**src/rtl/wpix_pkg.sv**
```systemverilog
package wpix_pkg;
  localparam int CFG_W        = 8;
  localparam int TRIM_W       = 3;
  localparam int CFG_MASK_BIT = 0;
  localparam int CFG_TEST_BIT = 1;
  localparam int CFG_TLO_LSB  = 2;
  localparam int CFG_THI_LSB  = 5;

  // Feedback tap set for a maximal-length sequence of the given width.
  function automatic logic [31:0] tap_mask(input int w);
    case (w)
      13:      return 32'h0000_100D;
      14:      return 32'h0000_2015;
      16:      return 32'h0000_D008;
      default: return 32'h0000_00B8;
    endcase
  endfunction

  // One XNOR-feedback step; the all-zero state is part of the sequence.
  function automatic logic [31:0] lfsr_next(input logic [31:0] s, input int w);
    logic [31:0] keep;
    logic        fb;
    keep = (32'h1 << w) - 32'h1;
    fb   = ~(^(s & tap_mask(w)));
    return ((s << 1) | {31'd0, fb}) & keep;
  endfunction
endpackage

```
**src/rtl/win_detect.sv**
```systemverilog
module win_detect (
  input  logic clk,
  input  logic rst_n,
  input  logic hit_in,
  input  logic veto_in,
  output logic evt
);
  logic hit_q;
  logic veto_q;

  always_ff @(posedge clk) begin
    if (!rst_n) begin
      hit_q  <= 1'b0;
      veto_q <= 1'b0;
    end else begin
      hit_q  <= hit_in;
      veto_q <= hit_in & (veto_q | veto_in);
    end
  end

  // Pulse has ended and no veto was seen on any of its cycles.
  assign evt = hit_q & ~hit_in & ~veto_q;
endmodule

```
**src/rtl/cfg_shift_reg.sv**
```systemverilog
module cfg_shift_reg #(
  parameter int W = 8
) (
  input  logic         clk,
  input  logic         rst_n,
  input  logic         shift,
  input  logic         sin,
  output logic [W-1:0] q
);
  always_ff @(posedge clk) begin
    if (!rst_n)     q <= '0;
    else if (shift) q <= {q[W-2:0], sin};
  end
endmodule

```
**src/rtl/lfsr_shift_count.sv**
```systemverilog
module lfsr_shift_count #(
  parameter int W        = 13,
  parameter bit SATURATE = 1'b0
) (
  input  logic         clk,
  input  logic         rst_n,
  input  logic         step,
  input  logic         shift,
  input  logic         sin,
  output logic [W-1:0] q,
  output logic         at_term
);
  import wpix_pkg::*;
  localparam logic [W-1:0] TERM = {1'b1, {(W-1){1'b0}}};

  logic [W-1:0] nxt;
  logic         hold;

  assign nxt     = W'(lfsr_next(32'(q), W));
  assign at_term = (q == TERM);

  generate
    if (SATURATE) begin : g_sat
      assign hold = at_term;
    end else begin : g_wrap
      assign hold = 1'b0;
    end
  endgenerate

  always_ff @(posedge clk) begin
    if (!rst_n)               q <= '0;
    else if (shift)           q <= {q[W-2:0], sin};
    else if (step && !hold)   q <= nxt;
  end
endmodule

```
**src/rtl/window_count_pixel.sv**
```systemverilog
module window_count_pixel #(
  parameter int CNT_W    = 13,
  parameter bit SATURATE = 1'b0
) (
  input  logic             clk,
  input  logic             rst_n,
  input  logic             shutter_open,
  input  logic             disc_lo,
  input  logic             disc_hi,
  input  logic             test_pulse,
  input  logic             shift_en,
  input  logic             cfg_sel,
  input  logic             ser_in,
  output logic             ser_out,
  output logic [CNT_W-1:0] count_word,
  output logic [2:0]       trim_lo,
  output logic [2:0]       trim_hi
);
  import wpix_pkg::*;

  logic [CFG_W-1:0] cfg_word;
  logic [CNT_W-1:0] cnt_q;
  logic             hit_src, veto_src, win_evt, cnt_step;
  logic             shift_cnt, shift_cfg, at_term;

  assign hit_src   = cfg_word[CFG_TEST_BIT] ? test_pulse : disc_lo;
  assign veto_src  = cfg_word[CFG_TEST_BIT] ? 1'b0       : disc_hi;
  assign cnt_step  = win_evt & shutter_open & ~cfg_word[CFG_MASK_BIT];
  assign shift_cnt = shift_en & ~shutter_open & ~cfg_sel;
  assign shift_cfg = shift_en & ~shutter_open &  cfg_sel;

  win_detect u_win (
    .clk(clk), .rst_n(rst_n), .hit_in(hit_src), .veto_in(veto_src), .evt(win_evt)
  );

  cfg_shift_reg #(.W(CFG_W)) u_cfg (
    .clk(clk), .rst_n(rst_n), .shift(shift_cfg), .sin(ser_in), .q(cfg_word)
  );

  lfsr_shift_count #(.W(CNT_W), .SATURATE(SATURATE)) u_cnt (
    .clk(clk), .rst_n(rst_n), .step(cnt_step), .shift(shift_cnt), .sin(ser_in),
    .q(cnt_q), .at_term(at_term)
  );

  assign count_word = cnt_q;
  assign ser_out    = cfg_sel ? cfg_word[CFG_W-1] : cnt_q[CNT_W-1];
  assign trim_lo    = cfg_word[CFG_TLO_LSB +: TRIM_W];
  assign trim_hi    = cfg_word[CFG_THI_LSB +: TRIM_W];
endmodule

```
**config.mk**
```make
export PLATFORM = sky130hd
export DESIGN_NAME = window_count_pixel
export DESIGN_NICKNAME = d
export VERILOG_FILES = /design/src/rtl/wpix_pkg.sv /design/src/rtl/win_detect.sv /design/src/rtl/cfg_shift_reg.sv /design/src/rtl/lfsr_shift_count.sv /design/src/rtl/window_count_pixel.sv
export SDC_FILE = /design/constraint.sdc
export NUM_CORES = 1
export LEC_CHECK = 0
export BUFFER_PORTS_ARGS = -buffer_cell sky130_fd_sc_hd__buf_2
export CORE_MARGIN = 2
export CORE_UTILIZATION = 49
export DETAILED_ROUTE_END_ITERATION = 6
export PLACE_DENSITY = 0.78
export SLEW_MARGIN = 5
export SYNTH_ARGS = -nofsm -noshare
export SYNTH_HDL_FRONTEND = slang
export SYNTH_SLANG_ARGS = --single-unit
```
**constraint.sdc**
```tcl
create_clock -name clk -period 1.9 [get_ports clk]
set_clock_uncertainty 0.2 [all_clocks]
set_input_delay 0.095 -clock clk [delete_from_list [all_inputs] [get_ports clk]]
set_output_delay 0.095 -clock clk [all_outputs]
set_load 0.01 [all_outputs]
```
## Word level (Yosys, flattened, before mapping)

Index checks and enable logic that the tools add are counted.

| operators by class | value |
|---|---|
| add/sub/neg operators | 0 |
| $mul | 0 |
| divide/modulo/power cells | 0 |
| $lt $le $gt $ge | 0 |
| equal/unequal tests | 0 |
| shifts and indexed selects | 0 |
| multiplexer cells | 5 |
| bitwise gates (word level) | 16 |
| reduce and logical (&&, ||, !) cells | 2 |

Operators with widths:

| operator | count |
|---|---|
| $reduce_xor A32 Y1 | 1 |
| $mux W13 | 2 |
| $or A13 B1 Y13 | 1 |
| $and A1 B1 Y1 | 8 |
| $not A1 Y1 | 6 |
| $mux W1 | 3 |
| $reduce_bool A2 Y1 | 1 |
| $or A1 B1 Y1 | 1 |

| storage, ports and cells | value |
|---|---|
| register bits | 23 |
| bits in latches | 0 |
| bits in writable memories | 0 |
| ROM bits | 0 |
| input port bits | 9 |
| output and inout bits | 20 |
| memories kept | 0 |

## Logic depth before layout (Yosys ltp)

Gate-level depths: netlist of the first run.

| logic depth | value |
|---|---|
| depth after elaboration | 8 |
| mapped depth | 5 |
| gate-level depth less buffers | 4 |

## By module

From an unflattened synthesis of the first run, not the netlist that was laid out.

| unflattened totals | value |
|---|---|
| cells, all modules | 103 |
| area, all modules | 988.4 um^2 |

By module, submodules not included:

| module | instances | cells each | area an instance (um^2) | seq. area each (um^2) |
|---|---|---|---|---|
| lfsr_shift_count | 1 | 67 | 554.3 | 260.2 |
| cfg_shift_reg | 1 | 25 | 301.5 | 160.2 |
| win_detect | 1 | 5 | 70.1 | 40.0 |
| window_count_pixel | 1 | 6 | 62.6 | 0.0 |

## Worst setup path after synthesis of the first run

No wires, ideal clock.

| path | value |
|---|---|
| path type | flip-flop to flip-flop |
| start point | register u_win.veto_q |
| end point | register u_cnt.q[3] |
| library setup time | 0.116 ns |
| arrival | 1.139 ns |
| data required time | 1.584 ns |
| slack | 0.445 ns |
| cell stages (with the launch flop) | 6 |
| clock period less this slack | 1.455 ns |
| cells stage by stage | dfxtp_1 > and4bb_1 > a21boi_4 > buf_8 > mux2i_1 > nor2b_1 |

| on the way | value |
|---|---|
| longest elaborated chain between the ends | 5 |

RTL lines:

| element | RTL line | source |
|---|---|---|
| from (decl) | win_detect.sv:9 | `logic veto_q;` |
| from (signal assigned) | win_detect.sv:17 | `veto_q <= hit_in & (veto_q \| veto_in);` |
| $not A1 Y1 | win_detect.sv:22 | `assign evt = hit_q & ~hit_in & ~veto_q;` |
| $and A1 B1 Y1 | win_detect.sv:22 |  |
| $and A1 B1 Y1 (2 in series) | window_count_pixel.sv:28 | `assign cnt_step = win_evt & shutter_open & ~cfg_word[CFG_MASK_BIT];` |
| $reduce_bool A2 Y1 (no source line) | -- |  |
| to (signal assigned) | lfsr_shift_count.sv:32 | `else if (shift) q <= {q[W-2:0], sin};` |
| to (signal assigned) | lfsr_shift_count.sv:33 | `else if (step && !hold) q <= nxt;` |
| to (decl) | lfsr_shift_count.sv:10 | `output logic [W-1:0] q,` |

Every way passes these cells.
A chain may end at the register's enable or synchronous reset.

## Worst setup path after layout of the first run

| path | value |
|---|---|
| start point | register u_cfg.q[1] |
| end point | register u_win.veto_q |

| on the way | value |
|---|---|
| longest elaborated chain between the ends | 3 |

RTL lines:

| element | RTL line | source |
|---|---|---|
| from (decl) | cfg_shift_reg.sv:8 | `output logic [W-1:0] q` |
| from (signal assigned) | cfg_shift_reg.sv:12 | `else if (shift) q <= {q[W-2:0], sin};` |
| $mux W1 | window_count_pixel.sv:27 | `assign veto_src = cfg_word[CFG_TEST_BIT] ? 1'b0 : disc_hi;` |
| $or A1 B1 Y1 | win_detect.sv:17 |  |
| $and A1 B1 Y1 * | win_detect.sv:17 |  |

Every way passes the cells marked *; elsewhere a longest branch is shown, timed or not.

==> run_results.csv, run 1 <==
group,metric,value,unit
synthesis,synthCells,87,
cts,cts.repair.resized,0,
power,ir_drop,0.518,mV
timing,rsz0062_at_grt,"false",
worst_setup_path,cp-end-kind,"flop",
route,drtAntennaViolNets,0,
route,detail_route.vias_per_cell,4.72,
worst_setup_path,crit_fanout,4,
global_route,grt_pass1_wl,2.79,mm
global_route,track_usage,0.150,
run,drv_cap,0,
timing,max_slew_margin,0.682,
die,ioPinCount,29,
placement,port_buffers,28,
synthesis,ys_ff_latch,23,
status,status,"finished clean",
worst_setup_path,crit_type,"flop to flop",
die,core,1940,um2
route,dr_total_vias,685,
worst_setup_path,worstPathArrival,1840,ps
layout,final_nets,128,
layout,area_growth,21.7,%
worst_setup_path,worstPathRequired,1920,ps
global_route,grt_pass1_vias,663,
layout,final_util,0.626,
cts,cts_root_buffer,"clkbuf_4",
synthesis,syn-num-nets,96,
layout,final_common_cell,"buf_2",
worst_setup_path,r2r_setup_slack,80,ps
timing,post-route-period-util,0.958,
hold_path,hp-class,"primary input to flop",
timing,hold_violations,0,
route,wl,1.62,mm
die,die_height,49.2,um
global_route,overflow,0,
cts,clk_latency,310,ps
power,p_leak,0.000633,uW
synthesis,ys_warn_count,0,
layout,antenna_cells,0,
cts,cts_tree,"done",
timing,worst_slew_pin_slew,475,ps
cts,h-tree-depth,1,
timing,setup_viol,0,
timing,clock.fmax,549,MHz
layout,final_cell_mix,"buf_2, dfxtp_1, nor2b_1",
cts,path_clk_slew,120,ps
synthesis,ys_seq_area_frac,0.461,
global_route,grt_max_degree,23,
synthesis,netlist-cell-type-count,19,
timing,period_needed,1820,ps
route,dr.pass1.iters,2,
cts,numCtsBuffers,3,
route,drt_iter0_drc,3,
die,start_util,0.515,
worst_setup_path,cp_cell_sequence,"mux2i_2, dlygate4sd3_1, nor2b_1, o21a_1",
power,pwr_density_cell,645,nW/um2
global_route,antenna_found_initial,0,
die,rows,16,
die,die_w,49.2,um
route,routedWlPerCell,11.2,um
worst_setup_path,critPathLaunchType,"flop",
timing,final-max-slew-violation-count,0,
worst_setup_path,slowest_delay,600,ps
layout,drive_gt1_frac,0.314,
worst_setup_path,slowest_stage,"dlygate4sd3_1",
cts,clk_path_buf_depth,2,
route,drc,0,
synthesis,syn_area,1000,um2
placement,globalplace.congestion,0.753,
cts,cts.sinks,23,
timing,tns,0,ps
synthesis,post_synth.cell_area_avg,11.5,um2
die,die-area,2420,um2
[power breakdown]
part | internal, uW | total (uW) | switching (uW)
clock network | 78.6 | 222 | 144
logic | 42.6 | 71.9 | 29.3
registers | 487 | 490 | 3.13
[critical path: cells and delay by family (launching register included)]
kind / cells / cell delay [ps]
DFF: 1 / 430
muxes: 1 / 350
AOI/OAI and AO/OA: 1 / 90
and+or+nand+nor: 1 / 50
buffers and inverters: 1 / 600
[sequential cells by signal, indices dropped and copies added, names as in the netlist]
register,count
u_cfg.q,8
u_win.veto_q,1
u_cnt.q,13
u_win.hit_q,1
[worst paths after layout]
| kind | to | startpoint | cells past startpoint |
|---|---|---|---|
| min reg2reg | u_win.veto_q | u_win.veto_q | 1 |
| min | u_cnt.q[0] | cfg_sel | 4 |
| max reg2reg | u_win.veto_q | u_cfg.q[1] | 4 |
| max | u_win.veto_q | u_cfg.q[1] | 4 |
[per-layer routing]
layer,up-vias,global-route usage,routed length (um)
met4,0,0.0714,21
met2,22,0.270,800
met5,-,0,0
li1,346,-,-
met3,3,0.0337,88
met1,314,0.163,709
[what timing repair did]
action | CTS | global route
setup buffers | 0 | 0
hold buffers | 8 | 0
hold endpoints to repair | 22 | 0
[cells by family after synthesis]
kind of cell,synth area share
mux,0.225
xor+xnor,0.0313
buf+inv,0.0726
compound gates,0.0363
flops,0.461
simple gates,0.174
[per-stage QoR]
step                cells  hold WS, ps  power [uW]  setup WS, ps  cell area, um2
floorplan              87         23.2         547           445            1000
global placement      133          178         561           375            1110
detailed placement    133          182         562           288            1110
CTS                   145         37.8         795          73.1            1220
global route          145         61.6         829          23.3            1220
finish                145         49.2         785          79.5            1220
[synthesized netlist by cell type]
cell	count	area (um2)
mux2_2	1	11.3
a21oi_1	1	5.00
a21boi_4	1	18.8
dfxtp_1	23	460
nor2b_1	22	138
mux2i_2	1	13.8
xnor3_1	1	22.5
buf_4	6	45.0
o21ai_0	1	5.00
o21a_1	1	7.51
and4bb_1	1	12.5
buf_8	1	15.0
or3b_4	1	11.3
buf_2	1	5.00
nand3_1	1	5.00
xor2_1	1	8.76
nand3b_1	1	7.51
clkbuf_1	2	7.51
mux2i_1	20	200
[layout make-up]
class / instances / area (um2)
clock buffer: 3 / 22.5
clock inverter: 1 / 5.00
fill: 180 / 726
multi-input combinational: 54 / 467
sequential: 23 / 460
tap: 27 / 33.8
timing repair buffer: 37 / 228
Note: power is estimated with default switching activity, not from simulation.
==> inputs of run 2 (changes only) <==
--- a/config.mk
+++ b/config.mk
@@ -7,7 +7,8 @@
 export LEC_CHECK = 0
+export ABC_AREA = 1
 export BUFFER_PORTS_ARGS = -buffer_cell sky130_fd_sc_hd__buf_2
-export CORE_MARGIN = 2
-export CORE_UTILIZATION = 49
+export CORE_MARGIN = 1.5
+export CORE_UTILIZATION = 50
 export DETAILED_ROUTE_END_ITERATION = 6
-export PLACE_DENSITY = 0.78
+export PLACE_DENSITY = 0.79
 export SLEW_MARGIN = 5
--- a/constraint.sdc
+++ b/constraint.sdc
@@ -4,2 +4,2 @@
 set_output_delay 0.095 -clock clk [all_outputs]
-set_load 0.01 [all_outputs]
+set_load 0.02 [all_outputs]
==> run 2 against run 1 <==
Utilization hardly changed. Synthesized cell count is 62% higher. Register-to-register slack better by 80 ps. Cell count is 35% higher. Largest cell class is now registers.
==> run_results.csv, run 2 <==
group,metric,value,unit
timing,hold_violations,0,
cts,cts_setup_buffers,0,
worst_setup_path,worstPathArrival,1810,ps
die,die_height,48.7,um
hold_path,hold_start,"shift_en",
global_route,grt_pass1_wl,3.35,mm
synthesis,ys_seq_area_frac,0.440,
layout,final_cell_area,1230,um2
cts,h-tree-depth,1,
hold_path,hp-class,"primary input to flop",
cts,cts.repair.resized,0,
synthesis,ys.flop_type,"dfxtp_1",
layout,fillers,194,
worst_setup_path,crit_family,"buffers and inverters",
die,die_w,48.7,um
synthesis,ys_ff_latch,23,
layout,layout.area.seq,460,um2
route,dr_total_vias,922,
placement,dp_hpwl,1.38,mm
power,p_leak,0.000648,uW
power,ir_drop,0.490,mV
cts,cts_tree,"done",
cts,clk_latency,310,ps
timing,post-route-period-util,0.951,
placement,port_buffers,28,
layout,final_cells,196,
worst_setup_path,critPathBufInv,4,
route,drtAntennaViolNets,0,
timing,clock.fmax,553,MHz
layout,multi_input_area,423,um2
worst_setup_path,rr_startpoint,"u_cnt.q[2]",
run,drv_cap,0,
layout,final_nets,179,
worst_setup_path,slowest_stage,"dlygate4sd3_1",
worst_setup_path,worstPathRequired,1900,ps
cts,numCtsBuffers,3,
synthesis,synth_common_cells,"nor2_1, dfxtp_1, nand2_1, inv_1, o21ai_1",
worst_setup_path,slowest_delay,550,ps
synthesis,synthCells,141,
synthesis,ys_warn_count,0,
timing,tns,0,ps
worst_setup_path,crit_type,"primary input to flop",
route,drc,0,
timing,setup_viol,0,
cts,cts_root_buffer,"clkbuf_4",
cts,path_clk_slew,120,ps
synthesis,netlist-cell-type-count,21,
synthesis,synthTopCellsByArea,"dfxtp_1, nor2_1, nand2_1",
worst_setup_path,cp-end-kind,"flop",
worst_setup_path,critPathLaunchType,"primary input",
timing,hold_slack,132,ps
die,start_util,0.533,
worst_setup_path,startpoint,"disc_lo",
layout,final_cell_mix,"buf_2, nor2_1, dfxtp_1",
placement,globalplace.congestion,0.758,
synthesis,synth_edf_count,0,
route,detail_route.vias_per_cell,4.70,
cts,cts.sinks,23,
layout,antenna_cells,0,
timing,worst_slew_pin_slew,504,ps
synthesis,syn_area,1050,um2
timing,max_slew_margin,0.663,
global_route,track_usage,0.178,
power,pwr_density_cell,775,nW/um2
route,dr.pass1.iters,4,
worst_setup_path,cp_cell_sequence,"dlygate4sd3_1, buf_2, inv_1, nand2_2, nand2_4, nand2_4, a21oi_1, a21oi_1, dlygate4sd3_1",
layout,area_growth,17.5,%
layout,largest_register_ffs,13,
synthesis,yosysTopAreaCell,"dfxtp_1",
global_route,overflow,0,
status,status,"finished clean",
placement,dp_slack,502,ps
synthesis,post_synth.cell_area_avg,7.42,um2
timing,period_needed,1810,ps
timing,fin_ws,93.2,ps
global_route,grt_pass1_vias,786,
cts,clk_path_buf_depth,2,
layout,final_common_cell,"buf_2",
placement,place_inst,185,
timing,final-max-slew-violation-count,0,
route,routedWlPerCell,10.1,um
layout,largest_registers,"u_cnt.q: 13 flops, u_cfg.q: 8 flops",
global_route,grt_max_degree,23,
synthesis,synthArstFlopShare,0,
layout,top_register,"u_cnt.q",
die,die-area,2380,um2
timing,rsz0062_at_grt,"false",
route,wl,1.99,mm
synthesis,yosysTopAreaCellShare,0.440,
worst_setup_path,crit_fanout,3,
die,core,1960,um2
synthesis,syn-num-nets,150,
placement,postPlaceCellArea,1130,um2
global_route,antenna_found_initial,0,
route,drt_iter0_drc,10,
layout,drive_gt1_frac,0.249,
die,rows,16,
die,ioPinCount,29,
synthesis,yosys.cell_count.top_type,"nor2_1",
## run 2: kinds of logic after synthesis
family,share of synthesized area
flip-flops,0.440
AO/OA/AOI/OAI,0.153
buffers and inverters,0.155
AND/OR/NAND/NOR,0.251
## run 2: tightest hold or removal path: stages
cell and delay (ps):
buf_2 120, nand3b_4 100, nand2_4 110, o21ai_1 130, nor2_1 50
## run 2: area by class of cell
| type | instances | area share |
|---|---|---|
| timing repair buffer | 35 | 0.171 |
| sequential | 23 | 0.375 |
| clock inverter | 1 | 0.00407 |
| clock buffer | 3 | 0.0183 |
| multi-input combinational | 88 | 0.344 |
| inverter | 19 | 0.0601 |
| tap | 27 | 0.0275 |
## run 2: timing repair
action / in CTS / in global routing
endpoints found under the setup margin: 0 / 0
hold buffers: 7 / 0
hold endpoints to repair: 19 / 0
## run 2: through the flow
stage / util / power (uW)
2_1_floorplan: - / 691
3_3_place_gp: 0.577 / 723
3_5_place_dp: 0.577 / 729
4_1_cts: 0.626 / 957
5_1_grt: 0.626 / 1010
6_report: 0.626 / 952
## run 2: where the power goes
part	total [uW]	internal, uW	switching (uW)	leakage, uW
registers	540	514	26.2	0.000189
logic	191	73.3	118	0.000442
clock network	220	78.6	141	0.0000177
## run 2: worst paths after layout
kind / to / slack, ps / cells after the start
worst max-delay path: u_cnt.q[0] / 90 / 9
worst min register to register: u_cfg.q[6] / 270 / 2
worst max register to register: u_cnt.q[0] / 160 / 8
worst min-delay path: u_cnt.q[4] / 130 / 5
## run 2: layer usage
metal / track usage / share of wire / vias to the layer above / routed length (um)
met3: 0.0401 / 0.038 / 2 / 76
li1: - / - / 495 / -
met5: 0 / 0 / - / 0
met2: 0.290 / 0.50 / 16 / 1000
met4: 0.0810 / 0.0065 / 0 / 13
met1: 0.225 / 0.45 / 409 / 895
==> inputs of run 3 (changes only) <==
- REMOVE_ABC_BUFFERS: unset -> 1
- SLEW_MARGIN: 5 -> unset
==> run 3 against run 2 <==
First-iteration DRC count rose by 40%. Highest routed layer unchanged. Power fell by 0.71%. Cell area rose by 0.71%.
==> run_results.csv, run 3 (synthesis results as in run 2) <==
group,metric,value,unit
layout,multi_input_area,423,um2
placement,postPlaceCellArea,1130,um2
route,routedWlPerCell,9.60,um
hold_path,hp-class,"primary input to flop",
placement,dp_slack,541,ps
timing,hold_violations,0,
layout,final_cell_area,1240,um2
power,ir_drop,0.485,mV
worst_setup_path,crit_family,"buffers and inverters",
die,rows,16,
power,p_int,671,uW
timing,post-route-period-util,0.927,
power,p_sw_frac,0.290,
global_route,grt_pass1_wl,3.31,mm
power,pwr-share-seq,0.572,
layout,largest_registers,"u_cnt.q: 13 flops, u_cfg.q: 8 flops",
route,drtAntennaViolNets,0,
timing,worst_slew_pin_slew,494,ps
power,power_frac_clock,0.226,
timing,period_needed,1760,ps
cts,numCtsBuffers,3,
route,detail_route.vias_per_cell,4.71,
worst_setup_path,crit_fanout,3,
die,ioPinCount,29,
placement,dp_hpwl,1.35,mm
timing,tns,0,ps
layout,antenna_cells,0,
die,core,1960,um2
die,die-area,2380,um2
layout,top_register,"u_cnt.q",
global_route,overflow,0,
cts,cts_hold_buffers,8,
cts,cts.sinks,23,
placement,port_buffers,28,
cts,cts.repair.resized,0,
route,dr_total_vias,928,
worst_setup_path,worstPathRequired,1900,ps
route,drt_iter0_drc,14,
timing,fin_ws,139,ps
power,p_sw,274,uW
layout,final_util,0.631,
layout,fillers,191,
cts,cts_tree,"done",
timing,clock.fmax,568,MHz
route,drc,0,
placement,globalplace.congestion,0.793,
run,drv_cap,0,
cts,path_clk_slew,110,ps
cts,clk_path_buf_depth,2,
die,die_height,48.7,um
power,pwr_density_cell,764,nW/um2
global_route,grt_pass1_vias,797,
worst_setup_path,cp-end-kind,"flop",
layout,area_growth,18.3,%
timing,setup_viol,0,
route,dr.pass1.iters,4,
power,p_leak,0.000650,uW
worst_setup_path,slowest_delay,550,ps
timing,rsz0062_at_grt,"false",
route,wl,1.89,mm
layout,drive_gt1_frac,0.241,
timing,max_slew_margin,0.670,
layout,largest_register_ffs,13,
layout,final_cell_mix,"buf_2, nor2_1, dfxtp_1",
worst_setup_path,critPathBufInv,4,
worst_setup_path,cp_cell_sequence,"dlygate4sd3_1, buf_2, inv_1, nand2_2, nand2_4, nand2_4, a21oi_1, a21oi_1, dlygate4sd3_1",
global_route,antenna_found_initial,0,
cts,cts_root_buffer,"clkbuf_4",
die,die_w,48.7,um
timing,final-max-slew-violation-count,0,
layout,final_nets,180,
cts,h-tree-depth,1,
cts,clk_latency,300,ps
die,start_util,0.533,
cts,cts_setup_buffers,0,
status,status,"finished clean",
layout,final_common_cell,"buf_2",
global_route,grt_max_degree,23,
worst_setup_path,crit_type,"primary input to flop",
global_route,track_usage,0.172,
worst_setup_path,slowest_stage,"dlygate4sd3_1",
layout,layout.area.seq,460,um2
worst_setup_path,critPathLaunchType,"primary input",
power,combPwrFrac,0.202,
worst_setup_path,worstPathArrival,1760,ps
==> run 3: cell count changes in the layout (fill, tap and decap cells not counted), sizes merged <==
| cell | delta |
|---|---|
| clkbuf | +1 |
| clkinv | -1 |
| dlygate4sd3 | +1 |
==> run 3: layer usage <==
layer,vias to the layer above,share of wire,global-route usage
met2,19,0.49,0.274
met5,-,0,0
met4,0,0.010,0.0857
li1,495,-,-
met3,2,0.027,0.0185
met1,412,0.47,0.233
==> run 3: cell type report <==
class                   instances  area share
clock buffers                   4      0.0212
inverters                      19      0.0597
multi-input cells              88       0.342
flip-flops and latches         23       0.372
well taps                      27      0.0273
repair buffers                 36       0.178
==> run 3: worst min-delay path, stage by stage <==
cell      delay [ps]
buf_2            120
nand3b_4         110
nand2_4          110
o21ai_1          130
nor2_1            40
==> run 3: path summary, 6_finish.rpt <==
kind	startpoint	end	slack, ps	cells after the start
hold / removal	shift_en	u_cnt.q[11]	140	5
hold reg to reg	u_cfg.q[4]	u_cfg.q[4]	260	2
setup / recovery	disc_lo	u_cnt.q[0]	140	9
setup reg to reg	u_cnt.q[2]	u_cnt.q[0]	190	8
==> run 3: power groups by stage <==
stage | logic [uW] | clock network [uW] | registers [uW]
6_report | 191 | 213 | 541
5_1_grt | 215 | 246 | 546
4_1_cts | 192 | 225 | 540
3_5_place_dp | 177 | 0 | 551
3_3_place_gp | 173 | 0 | 550
2_1_floorplan | 87.9 | 0 | 580
==> run 3: per-stage QoR <==
stage	hold slack (ps)	instances	power (uW)
2_1_floorplan	18.0	130	668
3_3_place_gp	178	185	723
3_5_place_dp	204	185	728
4_1_cts	135	197	957
5_1_grt	169	197	1010
6_report	141	197	945
